--- src/rtl/dmt_pkg.sv ---
package dmt_pkg;
  localparam int NUM_CNT   = 2;
  localparam int NUM_MATCH = 6;
  localparam int CTL_W     = 5;
  localparam int STOP_BIT  = 4;
  localparam int UP_BIT    = 3;
  localparam logic [2:0] MODE_ZERO    = 3'd0;
  localparam logic [2:0] MODE_FOREVER = 3'd7;

  typedef enum logic [2:0] {
    RK_NONE, RK_VAL, RK_DIV, RK_CTL, RK_MATCH, RK_STAT, RK_MASK
  } rdKind_e;

  typedef struct packed {
    logic [NUM_CNT-1:0]   valWr;
    logic [NUM_CNT-1:0]   divWr;
    logic [NUM_CNT-1:0]   ctlWr;
    logic [NUM_MATCH-1:0] matchWr;
    logic                 ackWr;
    logic                 maskWr;
  } strobe_t;

  typedef struct packed {
    rdKind_e    kind;
    logic [2:0] idx;
  } rdReq_t;
endpackage

--- src/rtl/dmt_ctrl.sv ---
module dmt_ctrl
  import dmt_pkg::*;
#(
  parameter int ADDR_W = 6
) (
  input  logic              wrEn,
  input  logic              rdEn,
  input  logic              winSel,
  input  logic [ADDR_W-1:0] addr,
  output strobe_t           stb,
  output rdReq_t            rd
);
  localparam int WORD_W       = ADDR_W - 2;
  localparam int REGS_PER_CNT = 3;
  localparam int CNT_WORDS    = NUM_CNT * REGS_PER_CNT;
  localparam int MATCH_END    = CNT_WORDS + NUM_MATCH;

  logic [WORD_W-1:0] word;
  rdKind_e           kind;
  logic [2:0]        idx;

  assign word = addr[ADDR_W-1:2];

  always_comb begin
    kind = RK_NONE;
    idx  = '0;
    if (winSel) begin
      if (word == '0)                kind = RK_STAT;
      else if (word == WORD_W'(1))   kind = RK_MASK;
    end else if (int'(word) < CNT_WORDS) begin
      idx = 3'(int'(word) / REGS_PER_CNT);
      case (int'(word) % REGS_PER_CNT)
        0:       kind = RK_VAL;
        1:       kind = RK_DIV;
        default: kind = RK_CTL;
      endcase
    end else if (int'(word) < MATCH_END) begin
      kind = RK_MATCH;
      idx  = 3'(int'(word) - CNT_WORDS);
    end
  end

  always_comb begin
    stb = '0;
    for (int c = 0; c < NUM_CNT; c++) begin
      stb.valWr[c] = wrEn && kind == RK_VAL && idx == 3'(c);
      stb.divWr[c] = wrEn && kind == RK_DIV && idx == 3'(c);
      stb.ctlWr[c] = wrEn && kind == RK_CTL && idx == 3'(c);
    end
    for (int x = 0; x < NUM_MATCH; x++)
      stb.matchWr[x] = wrEn && kind == RK_MATCH && idx == 3'(x);
    stb.ackWr  = wrEn && kind == RK_STAT;
    stb.maskWr = wrEn && kind == RK_MASK;
  end

  assign rd.kind = rdEn ? kind : RK_NONE;
  assign rd.idx  = idx;
endmodule

--- src/rtl/dmt_counter.sv ---
module dmt_counter
  import dmt_pkg::*;
#(
  parameter int CNT_W = 16
) (
  input  logic                            clk,
  input  logic                            rstN,
  input  logic                            valWr,
  input  logic                            divWr,
  input  logic                            ctlWr,
  input  logic [CNT_W-1:0]                wrData,
  input  logic [NUM_MATCH-1:0][CNT_W-1:0] matchVals,
  output logic [CNT_W-1:0]                count,
  output logic [CNT_W-1:0]                divisor,
  output logic [CTL_W-1:0]                ctl
);
  logic [CNT_W-1:0] prescale;
  logic [2:0]       mode;
  logic             endHit;
  logic             advance;
  logic             tick;

  assign mode = ctl[2:0];

  always_comb begin
    endHit = 1'b0;
    if (mode == MODE_ZERO) endHit = (count == '0);
    for (int i = 0; i < NUM_MATCH; i++)
      if (mode == 3'(i + 1)) endHit = (count == matchVals[i]);
  end

  assign advance = !ctl[STOP_BIT] && !endHit;
  assign tick    = advance && (prescale == divisor);

  always_ff @(posedge clk) begin
    if (!rstN) begin
      count    <= '0;
      divisor  <= '0;
      prescale <= '0;
      ctl      <= CTL_W'(1 << STOP_BIT);
    end else begin
      if (valWr)     count <= wrData;
      else if (tick) count <= ctl[UP_BIT] ? count + 1'b1 : count - 1'b1;

      if (valWr || divWr) prescale <= '0;
      else if (advance)   prescale <= tick ? '0 : prescale + 1'b1;

      if (divWr) divisor <= wrData;
      if (ctlWr) ctl     <= wrData[CTL_W-1:0];
    end
  end
endmodule

--- src/rtl/dmt_datapath.sv ---
module dmt_datapath
  import dmt_pkg::*;
#(
  parameter int CNT_W = 16
) (
  input  logic                            clk,
  input  logic                            rstN,
  input  strobe_t                         stb,
  input  rdReq_t                          rd,
  input  logic [CNT_W-1:0]                wrData,
  output logic [CNT_W-1:0]                rdData,
  output logic                            irq,
  output logic [NUM_CNT-1:0][CNT_W-1:0]   cntVal,
  output logic [NUM_CNT-1:0][CTL_W-1:0]   cntCtl,
  output logic [NUM_MATCH-1:0][CNT_W-1:0] matchVal,
  output logic [NUM_MATCH-1:0]            intStatus,
  output logic [NUM_MATCH-1:0]            intMask
);
  logic [NUM_CNT-1:0][CNT_W-1:0] cntDiv;
  logic [NUM_MATCH-1:0]          hits;

  for (genvar c = 0; c < NUM_CNT; c++) begin : g_cnt
    dmt_counter #(.CNT_W(CNT_W)) u_cnt (
      .clk      (clk),
      .rstN     (rstN),
      .valWr    (stb.valWr[c]),
      .divWr    (stb.divWr[c]),
      .ctlWr    (stb.ctlWr[c]),
      .wrData   (wrData),
      .matchVals(matchVal),
      .count    (cntVal[c]),
      .divisor  (cntDiv[c]),
      .ctl      (cntCtl[c])
    );
  end

  for (genvar x = 0; x < NUM_MATCH; x++) begin : g_match
    always_ff @(posedge clk) begin
      if (!rstN)              matchVal[x] <= '0;
      else if (stb.matchWr[x]) matchVal[x] <= wrData;
    end
  end

  always_comb begin
    hits = '0;
    for (int x = 0; x < NUM_MATCH; x++)
      for (int c = 0; c < NUM_CNT; c++)
        if (!cntCtl[c][STOP_BIT] && cntVal[c] == matchVal[x]) hits[x] = 1'b1;
  end

  always_ff @(posedge clk) begin
    if (!rstN) begin
      intStatus <= '0;
      intMask   <= '0;
    end else begin
      intStatus <= (intStatus & ~(stb.ackWr ? wrData[NUM_MATCH-1:0] : '0)) | hits;
      if (stb.maskWr) intMask <= wrData[NUM_MATCH-1:0];
    end
  end

  assign irq = |(intStatus & intMask);

  always_comb begin
    rdData = '0;
    case (rd.kind)
      RK_VAL, RK_DIV, RK_CTL:
        for (int c = 0; c < NUM_CNT; c++)
          if (rd.idx == 3'(c))
            rdData = (rd.kind == RK_VAL) ? cntVal[c] :
                     (rd.kind == RK_DIV) ? cntDiv[c] : CNT_W'(cntCtl[c]);
      RK_MATCH:
        for (int x = 0; x < NUM_MATCH; x++)
          if (rd.idx == 3'(x)) rdData = matchVal[x];
      RK_STAT: rdData = CNT_W'(intStatus);
      RK_MASK: rdData = CNT_W'(intMask);
      default: rdData = '0;
    endcase
  end
endmodule

--- src/rtl/dual_match_timer.sv ---
module dual_match_timer
  import dmt_pkg::*;
#(
  parameter int CNT_W  = 16,
  parameter int ADDR_W = 6
) (
  input  logic              clk,
  input  logic              rstN,
  input  logic              wrEn,
  input  logic              rdEn,
  input  logic              winSel,
  input  logic [ADDR_W-1:0] addr,
  input  logic [CNT_W-1:0]  wrData,
  output logic [CNT_W-1:0]  rdData,
  output logic              irq
);
  strobe_t                         stb;
  rdReq_t                          rd;
  logic [NUM_CNT-1:0][CNT_W-1:0]   cntVal;
  logic [NUM_CNT-1:0][CTL_W-1:0]   cntCtl;
  logic [NUM_MATCH-1:0][CNT_W-1:0] matchVal;
  logic [NUM_MATCH-1:0]            intStatus;
  logic [NUM_MATCH-1:0]            intMask;

  dmt_ctrl #(.ADDR_W(ADDR_W)) u_ctrl (
    .wrEn  (wrEn),
    .rdEn  (rdEn),
    .winSel(winSel),
    .addr  (addr),
    .stb   (stb),
    .rd    (rd)
  );

  dmt_datapath #(.CNT_W(CNT_W)) u_dp (
    .clk      (clk),
    .rstN     (rstN),
    .stb      (stb),
    .rd       (rd),
    .wrData   (wrData),
    .rdData   (rdData),
    .irq      (irq),
    .cntVal   (cntVal),
    .cntCtl   (cntCtl),
    .matchVal (matchVal),
    .intStatus(intStatus),
    .intMask  (intMask)
  );
endmodule

--- config.mk ---
export PLATFORM = sky130hd
export DESIGN_NAME = dual_match_timer
export DESIGN_NICKNAME = d
export VERILOG_FILES = /design/src/rtl/dmt_pkg.sv /design/src/rtl/dmt_ctrl.sv /design/src/rtl/dmt_counter.sv /design/src/rtl/dmt_datapath.sv /design/src/rtl/dual_match_timer.sv
export SDC_FILE = /design/constraint.sdc
export NUM_CORES = 1
export LEC_CHECK = 0
export BUFFER_PORTS_ARGS = -buffer_cell sky130_fd_sc_hd__buf_2
export CORE_AREA = 2 2 161 242
export CTS_CLUSTER_SIZE = 12
export DETAILED_ROUTE_END_ITERATION = 12
export DIE_AREA = 0 0 163 244
export HOLD_SLACK_MARGIN = 0.05
export RECOVER_POWER = 50
export SLEW_MARGIN = 5
export SYNTH_ARGS = -nofsm -noshare
export SYNTH_HDL_FRONTEND = slang
export SYNTH_SLANG_ARGS = --single-unit
--- constraint.sdc ---
create_clock -name clk -period 6.1 [get_ports clk]
set_input_delay 0.61 -clock clk [delete_from_list [all_inputs] [get_ports clk]]
set_output_delay 0.61 -clock clk [all_outputs]
set_load 0.02 [all_outputs]
==> metrics.md, run 1 <==
| Metric | Value |
|---|---|
| Maximum capacitance violations | 2 |
| Initial core utilization | 39.8% |
| Core area | 0.0376 mm2 |
| Final Hold Fails | 0 |
| Fin Hold WS | around 0.42 ns |
| Placed wire-length estimate | 41.4 mm |
| Worst path required time | ~5.5 ns |
| Final worst path period need | 5.77 ns |
| I/O pin count | 44 |
| Total track usage | 28.0% |
| Worst setup EP type | output pin |
| Seq/Total Area, Yosys | between 20% and 30% |
| Worst skew pair latency | 0.55 ns |
| Pwr Density | roughly 210 mW/mm2 |
| CTS Buffer Depth | 3 |
| Largest cells by area after synthesis | dfxtp_1 (29%), xor2_1 (15%), nand2_1 (6.2%) |
| Cell Area, Synth | around 0.015 mm2 |
| Crit path from | addr[3] |
| Nets@finish | ~1,800 |
| First-pass GRT wire length | roughly 83 mm |
| CTS H-Tree Depth | 1 |
| Row count | 87 |
| CTS buffer count | 24 |
| Main synth FF type | dfxtp_1 |
| CP Max Fanout | 11 |
| Vias in the first global route | 13,352 |
| Worst-margin pin slew | 1.97 ns |
| Post-Place Worst Slack | between 0.04 and 0.05 ns |
| Design Area, Final | 0.0161 mm2 |
| Routed metal-1 wirelength | between 20 and 25 mm |
| Setup TNS | 0 ns |
| Rel. slew slack | -32.0% |
| Total gr overflow | 0 |
| Yosys top cell area share | roughly 29% |
| Die height | 244 um |
| Unrepaired setup endpoints after global routing | no |
| Residual DRC | 0 |
| Worst Hold Path Cells | 3 |
| Drt via density | 6.03 |
| RR Endpoint | u_dp.g_cnt[0].u_cnt.count[4]$_SDFFE_PN0P_ |
| Yosys top cell by area | dfxtp_1 |
| WL met3 | 3.40 mm |
| Failing checks | max-capacitance violations, max-slew violations |
| Outcome | finished with violations |
| Fillers | 3,735 |
| Mean post-synth cell area | 8.23 um2 |
| WP data arrival | 5.16 ns |
| Final setup violation count | 0 |
| Distinct cells, synth | 82 |
| Share of post-route cells with drive strength above 1 | 8.60% |
| R2R cell count | 10 |
| Startpoint types | input pin |
| Mapped Cells | ~1,800 |
| Antenna Nets Post-Route | 0 |
| Lkg Pwr | 7.36 nW |
| Synthesized Nets | ~1,900 |
| Hold wc startpoint | wrData[15] |
| Initial DRC count | 1,160 |
| Die area | 0.0398 mm2 |
| Port Buffers | 41 |
| Vias | 13,676 |
| Fin. max-slew vios | 27 |
| Highest layer used for signal routing | met4 |
| CTS tree | built |
| WS Path Type | input pin to output pin |
| Final WL | 56.4 mm |
| Area delta synth->final | 7.65% |
| Hold Path Sink | u_dp.matchVal[15]$_SDFFE_PN0P_ |
| Setup Skew | ~0.018 ns |
| Routed len/inst | 24.9 um |
| Fraction of registers with async set/reset | 0% |
| CTS Sinks | approximately 210 |
| Ys Warns | 0 |
| VDD IR max | 0.224 mV |
| # diodes | 0 |
| Largest net degree at the start of global routing | approximately 110 |
| Number of enable flip-flop cells after synthesis | 0 |
| Die width | 163 um |
| Reg-to-reg slack, setup | 1.65 ns |
| Period utilisation layout | 94.6% |
| TritonRoute pass-1 iters | 7 |
| Initial antenna violation count | 1 |
| Util after Layout | 42.8% |
| Worst r2r src | u_dp.g_cnt[0].u_cnt.count[11]$_SDFFE_PN0P_ |
| Setup ws final | approximately 0.33 ns |
| Hold crit path type | input pin to register |
| Max Fclk | about 170 MHz |
| CTS clk-pin slew, worst paths | 0.06 ns |
| GPL Wtd Cong | approximately 1 |
| Placed inst area | 0.0153 mm2 |
| Synth Register Bits | around 210 |
| Root buf cell | clkbuf_16 |
| Routed wl met2 | between 20 and 30 mm |
==> kinds of logic (layout without fill, tap and decap cells) <==
family | count (synthesis) | count (layout) | share of synthesized area [%]
muxes | 85 | 85 | 6.47
AOI/OAI and AO/OA | 416 | 416 | 19.4
and+or+nand+nor | 629 | 630 | 21.2
DFF | 214 | 214 | 28.7
adders and majority gates | 38 | 38 | 3.29
buffers and inverters | 156 | 122 | 4.78
xor gates and xnor gates | 275 | 275 | 16.1
==> worst max path at each step <==
stage | to | cells past startpoint
floorplan | rdData[5] | 18
global placement | rdData[8] | 20
detailed placement | rdData[9] | 20
CTS | rdData[9] | 20
global route | rdData[3] | 22
finish | rdData[5] | 21
==> cells in the final DEF (no fill, tap or decap), types with 11 or more instances in the layout <==
cell type / instances
xnor2_1: 25
or3_1: 13
a21boi_0: 64
o211a_1: 27
clkbuf_16: 24
xor2_1: 250
o21ai_0: 116
and3_1: 15
nor2b_1: 49
buf_4: 24
dfxtp_1: 214
o211ai_1: 20
a221oi_1: 11
a21oi_1: 55
buf_2: 39
mux2i_1: 65
o21ai_1: 13
a31oi_1: 11
ha_1: 36
inv_1: 12
nor4_1: 65
and2_1: 12
nand3_1: 76
nand2_1: 247
a21o_1: 11
nor2_1: 52
nor3_1: 25
nand4_1: 30
==> synthesized netlist by cell type, types with 51 or more instances <==
library cell	n
a21boi_0	57
a21oi_1	55
buf_2	57
clkbuf_1	73
dfxtp_1	214
mux2i_1	65
nand2_1	248
nand3_1	76
nor2_1	51
nor4_1	65
o21ai_0	123
xor2_1	250
==> what timing repair did <==
| item | CTS | global route |
|---|---|---|
| gates resized for setup | 0 | 11 |
| endpoints found under the hold margin | 0 | 0 |
| buffers inserted | 0 | 0 |
| hold buffers | 0 | 0 |
| endpoints found under the setup margin | 0 | 13 |
==> sequential cells by signal, indices dropped and copies added, names as in the netlist <==
register	cells
u_dp.g_cnt.u_cnt.count	32
u_dp.g_cnt.u_cnt.ctl	10
u_dp.g_cnt.u_cnt.divisor	32
u_dp.g_cnt.u_cnt.prescale	32
u_dp.intMask	6
u_dp.intStatus	6
u_dp.matchVal	96
==> where the power goes <==
part | leakage, nW | total [mW] | internal (mW) | switching, mW
sequential | 1.72 | 1.44 | 1.41 | 0.0280
clock | 0.387 | 1.50 | 0.878 | 0.624
combinational | 5.25 | 0.446 | 0.150 | 0.296
==> per-layer routing <==
| metal | track usage (%) | vias to the layer above |
|---|---|---|
| met3 | 5.05 | 243 |
| met2 | 48.7 | 552 |
| met1 | 29.2 | 6522 |
| li1 | - | 6359 |
| met4 | 22.3 | 0 |
| met5 | 0 | - |
==> metrics by stage <==
step	total power, mW	instances
3_5_place_dp	1.90	2228
6_report	3.39	2269
2_1_floorplan	1.77	1813
4_1_cts	3.39	2268
5_1_grt	3.49	2269
3_3_place_gp	1.90	2228
==> worst max-delay path, stage by stage <==
cell and delay (ns):
buf_2 0.23, inv_1 0.17, ha_1 0.26, or2_2 0.28
ha_1 0.32, a21boi_2 0.11, a211o_1 0.31, nor2_1 0.17
a21oi_1 0.12, inv_1 0.07, ha_1 0.21, nor2_1 0.10
o21ai_2 0.10, nand2_1 0.16, a31oi_4 0.42, mux2_2 0.38
a221o_1 0.34, a222oi_1 0.30, buf_4 0.19, o31ai_1 0.08
buf_2 0.18
==> layout make-up <==
type | count | area, um2 | area share (%)
clock buffer | 34 | 698 | 4.34
timing repair buffer | 70 | 425 | 2.65
inverter | 12 | 45.0 | 0.280
sequential | 214 | 4280 | 26.7
tap | 489 | 612 | 3.81
multi-input combinational | 1444 | 9910 | 61.7
clock inverter | 6 | 97.6 | 0.607
No activity file was read; power rests on OpenSTA's default activity.
==> inputs of run 2 (changes only) <==
Settings changed: CTS_BUF_LIST set to sky130_fd_sc_hd__clkbuf_2.
==> run 2 against run 1 <==
The run still ends with max-capacitance violations, max-slew violations left. Non-clock buffer count increased by 10. Via count increased by 1.2%. Global-route usage increased by 0.26 points. Largest cell class unchanged. Wire length increased by 0.72%. Total power decreased by 15%. Utilization decreased by 0.61 points. Combinational power increased by 2%. Clock-buffer cell count increased by 41. Highest routed layer unchanged. Critical endpoint unchanged.
==> metrics.md, run 2 (synthesis gave the netlist of run 1 again) <==
| Metric | Value |
|---|---|
| Seq pwr share | a little under 50% |
| Setup Skew | 0.0882 ns |
| Cell Chain, Critical Path | buf_2 -> inv_1 -> ha_1 -> or2_2 -> ha_1 -> a21boi_2 -> a211o_1 -> nor2_1 -> a21oi_1 -> inv_1 -> ha_1 -> nor2_1 -> o21ai_2 -> nand2_1 -> a31oi_4 -> mux2_2 -> a221o_1 -> a222oi_1 -> buf_4 -> o31ai_1 -> buf_2 |
| Post-CTS setup buffer count | 0 |
| Core area | 0.0376 mm2 |
| Crit-path leading delay family | compound AO/OA/AOI/OAI gates |
| Port Buffers | 41 |
| Max Fclk | approximately 170 MHz |
| Comb power frac | 15.7% |
| Setup TNS | 0 ns |
| Inst Count DP | ~2,200 |
| Worst Hold Path Cells | 3 |
| Total gr overflow | 0 |
| CTS Buffer Depth | 3 |
| WP data arrival | slightly above 5 ns |
| Startpoint types | input pin |
| Util after Layout | a little over two fifths |
| GPL Wtd Cong | 1.03 |
| Placed wire-length estimate | 41.4 mm |
| CP max stage delay | between 0.4 and 0.5 ns |
| Most common cell after layout, fill and taps aside | xor2_1 |
| Die height | ~240 um |
| Period utilisation layout | a little over nine tenths |
| Row count | 87 |
| Final setup violation count | 0 |
| Unrepaired setup endpoints after global routing | no |
| Psw | between 0.9 and 1 mW |
| Die width | 163 um |
| Worst path required time | 5.49 ns |
| Slowest CP cell | a31oi_4 |
| Vias in the first global route | 13,552 |
| Worst skew pair latency | 0.95 ns |
| Initial DRC count | 1,163 |
| CTS H-Tree Depth | 2 |
| Root buf cell | clkbuf_2 |
| CP Max Fanout | 11 |
| R2R cell count | 10 |
| VDD IR max | 0.141 mV |
| Rel. slew slack | -167% |
| Hold crit path type | input pin to register |
| Worst setup EP type | output pin |
| Commonest non-fill, non-tap cells in the layout | xor2_1 (250), nand2_1 (247), dfxtp_1 (214) |
| Worst-margin pin slew | 4.01 ns |
| CP most frequent cell | ha_1 |
| Nets@finish | 1,871 |
| Total track usage | roughly 28% |
| Routed len/inst | 24.4 um |
| CTS clk-pin slew, worst paths | ~0.09 ns |
| Cell Int Power | 1.94 mW |
| Antenna Nets Post-Route | 0 |
| TritonRoute pass-1 iters | 7 |
| I/O pin count | 44 |
| WS Path Type | input pin to output pin |
| Largest net degree at the start of global routing | ~110 |
| Share of post-route cells with drive strength above 1 | 10.8% |
| Initial antenna violation count | 2 |
| Final worst path period need | 5.77 ns |
| Area delta synth->final | 6.11% |
| Levels on crit path | 21 |
| Buf/Inv on CP | 5 |
| CTS tree | built |
| Vias | 13,844 |
| Final Hold Fails | 0 |
| Switching portion of total power | 33.0% |
| Residual DRC | 0 |
| Failing checks | max-capacitance violations, max-slew violations |
| Clk pwr share | 34.7% |
| CTS buffer count | 54 |
| Biggest register | u_dp.matchVal |
| First-pass GRT wire length | 84.1 mm |
| Outcome | finished with violations |
| Drt via density | 5.95 |
| Initial core utilization | 39.8% |
| Maximum capacitance violations | 4 |
| Die area | approximately 0.040 mm2 |
| Largest register FFs | 96 |
| Fin. max-slew vios | 152 |
| Fin Hold WS | 0.163 ns |
| Pwr Density | approximately 180 mW/mm2 |
| Lkg Pwr | 7.37 nW |
| Final cell count without fillers | 2,328 |
| Final WL | 56.8 mm |
| CTS Sinks | 214 |
[run 2: cell types whose count changed in the layout (fill, tap and decap cells not counted), sizes merged]
cell,delta
inv,+2
clkinv,+7
buf,-2
clkinvlp,-1
clkbuf,+43
dlygate4sd3,+10
diode,+1
bufinv,-1
[run 2: worst reg2reg max path, stage by stage, from the launching register on]
cell      delay, ns
dfxtp_1        0.82
xor2_1         0.14
nor4_1         0.96
nand4_1        0.33
nor3b_1        0.31
a2111o_1       0.23
a211o_1        0.72
buf_4          0.36
nand2_1        0.07
o211ai_1       0.23
o211a_1        0.20
[run 2: stage by stage]
| step | setup slack [ns] | cell area (um2) | total power, mW |
|---|---|---|---|
| 2_1_floorplan | 0.823 | 14900 | 1.77 |
| 3_3_place_gp | 0.117 | 15300 | 1.90 |
| 3_5_place_dp | 0.0463 | 15300 | 1.90 |
| 4_1_cts | 0.0529 | 15900 | 2.91 |
| 5_1_grt | 0.0170 | 15800 | 3.02 |
| 6_report | 0.330 | 15800 | 2.90 |
[run 2: final cells by class]
type	count	area (um2)
Clock buffer	75	375
Multi-Input combinational cell	1444	9920
Timing Repair Buffer	80	515
Sequential cell	214	4280
Tap cell	489	612
Clock inverter	13	83.8
Inverter	12	45.0
Antenna cell	1	2.50
Fill cell	3790	21700
[run 2: final timing paths]
kind,to,slack [ns],start
min,u_dp.g_cnt[0].u_cnt.divisor[1]$_SDFFE_PN0P_,0.16,wrData[1]
max reg2reg,u_dp.g_cnt[0].u_cnt.count[4]$_SDFFE_PN0P_,1.61,u_dp.g_cnt[0].u_cnt.count[11]$_SDFFE_PN0P_
min reg2reg,u_dp.g_cnt[0].u_cnt.divisor[5]$_SDFFE_PN0P_,0.51,u_dp.g_cnt[0].u_cnt.divisor[5]$_SDFFE_PN0P_
max,rdData[5],0.33,addr[3]
[run 2: layer usage]
layer  vias up  GRT usage, %  part of all wire [%]
met2       581          49.6                    49
met3       240          5.29                   6.2
met5         -             0                     0
li1       6460             -                     -
met1      6563          29.3                    35
met4         0          21.9                   9.1
[run 2: power groups by stage]
stage	Combinational (mW)	Sequential (mW)	Clock (mW)
5_1_grt	0.485	1.44	1.10
4_1_cts	0.441	1.44	1.03
6_report	0.454	1.44	1.00
3_5_place_dp	0.434	1.47	0
2_1_floorplan	0.316	1.45	0
3_3_place_gp	0.433	1.47	0
[run 2: repair_timing]
item	4_1_cts	5_1_grt
endpoints found under the setup margin	0	13
hold endpoints to repair	53	0
resized for setup	0	11
hold buffers	10	0
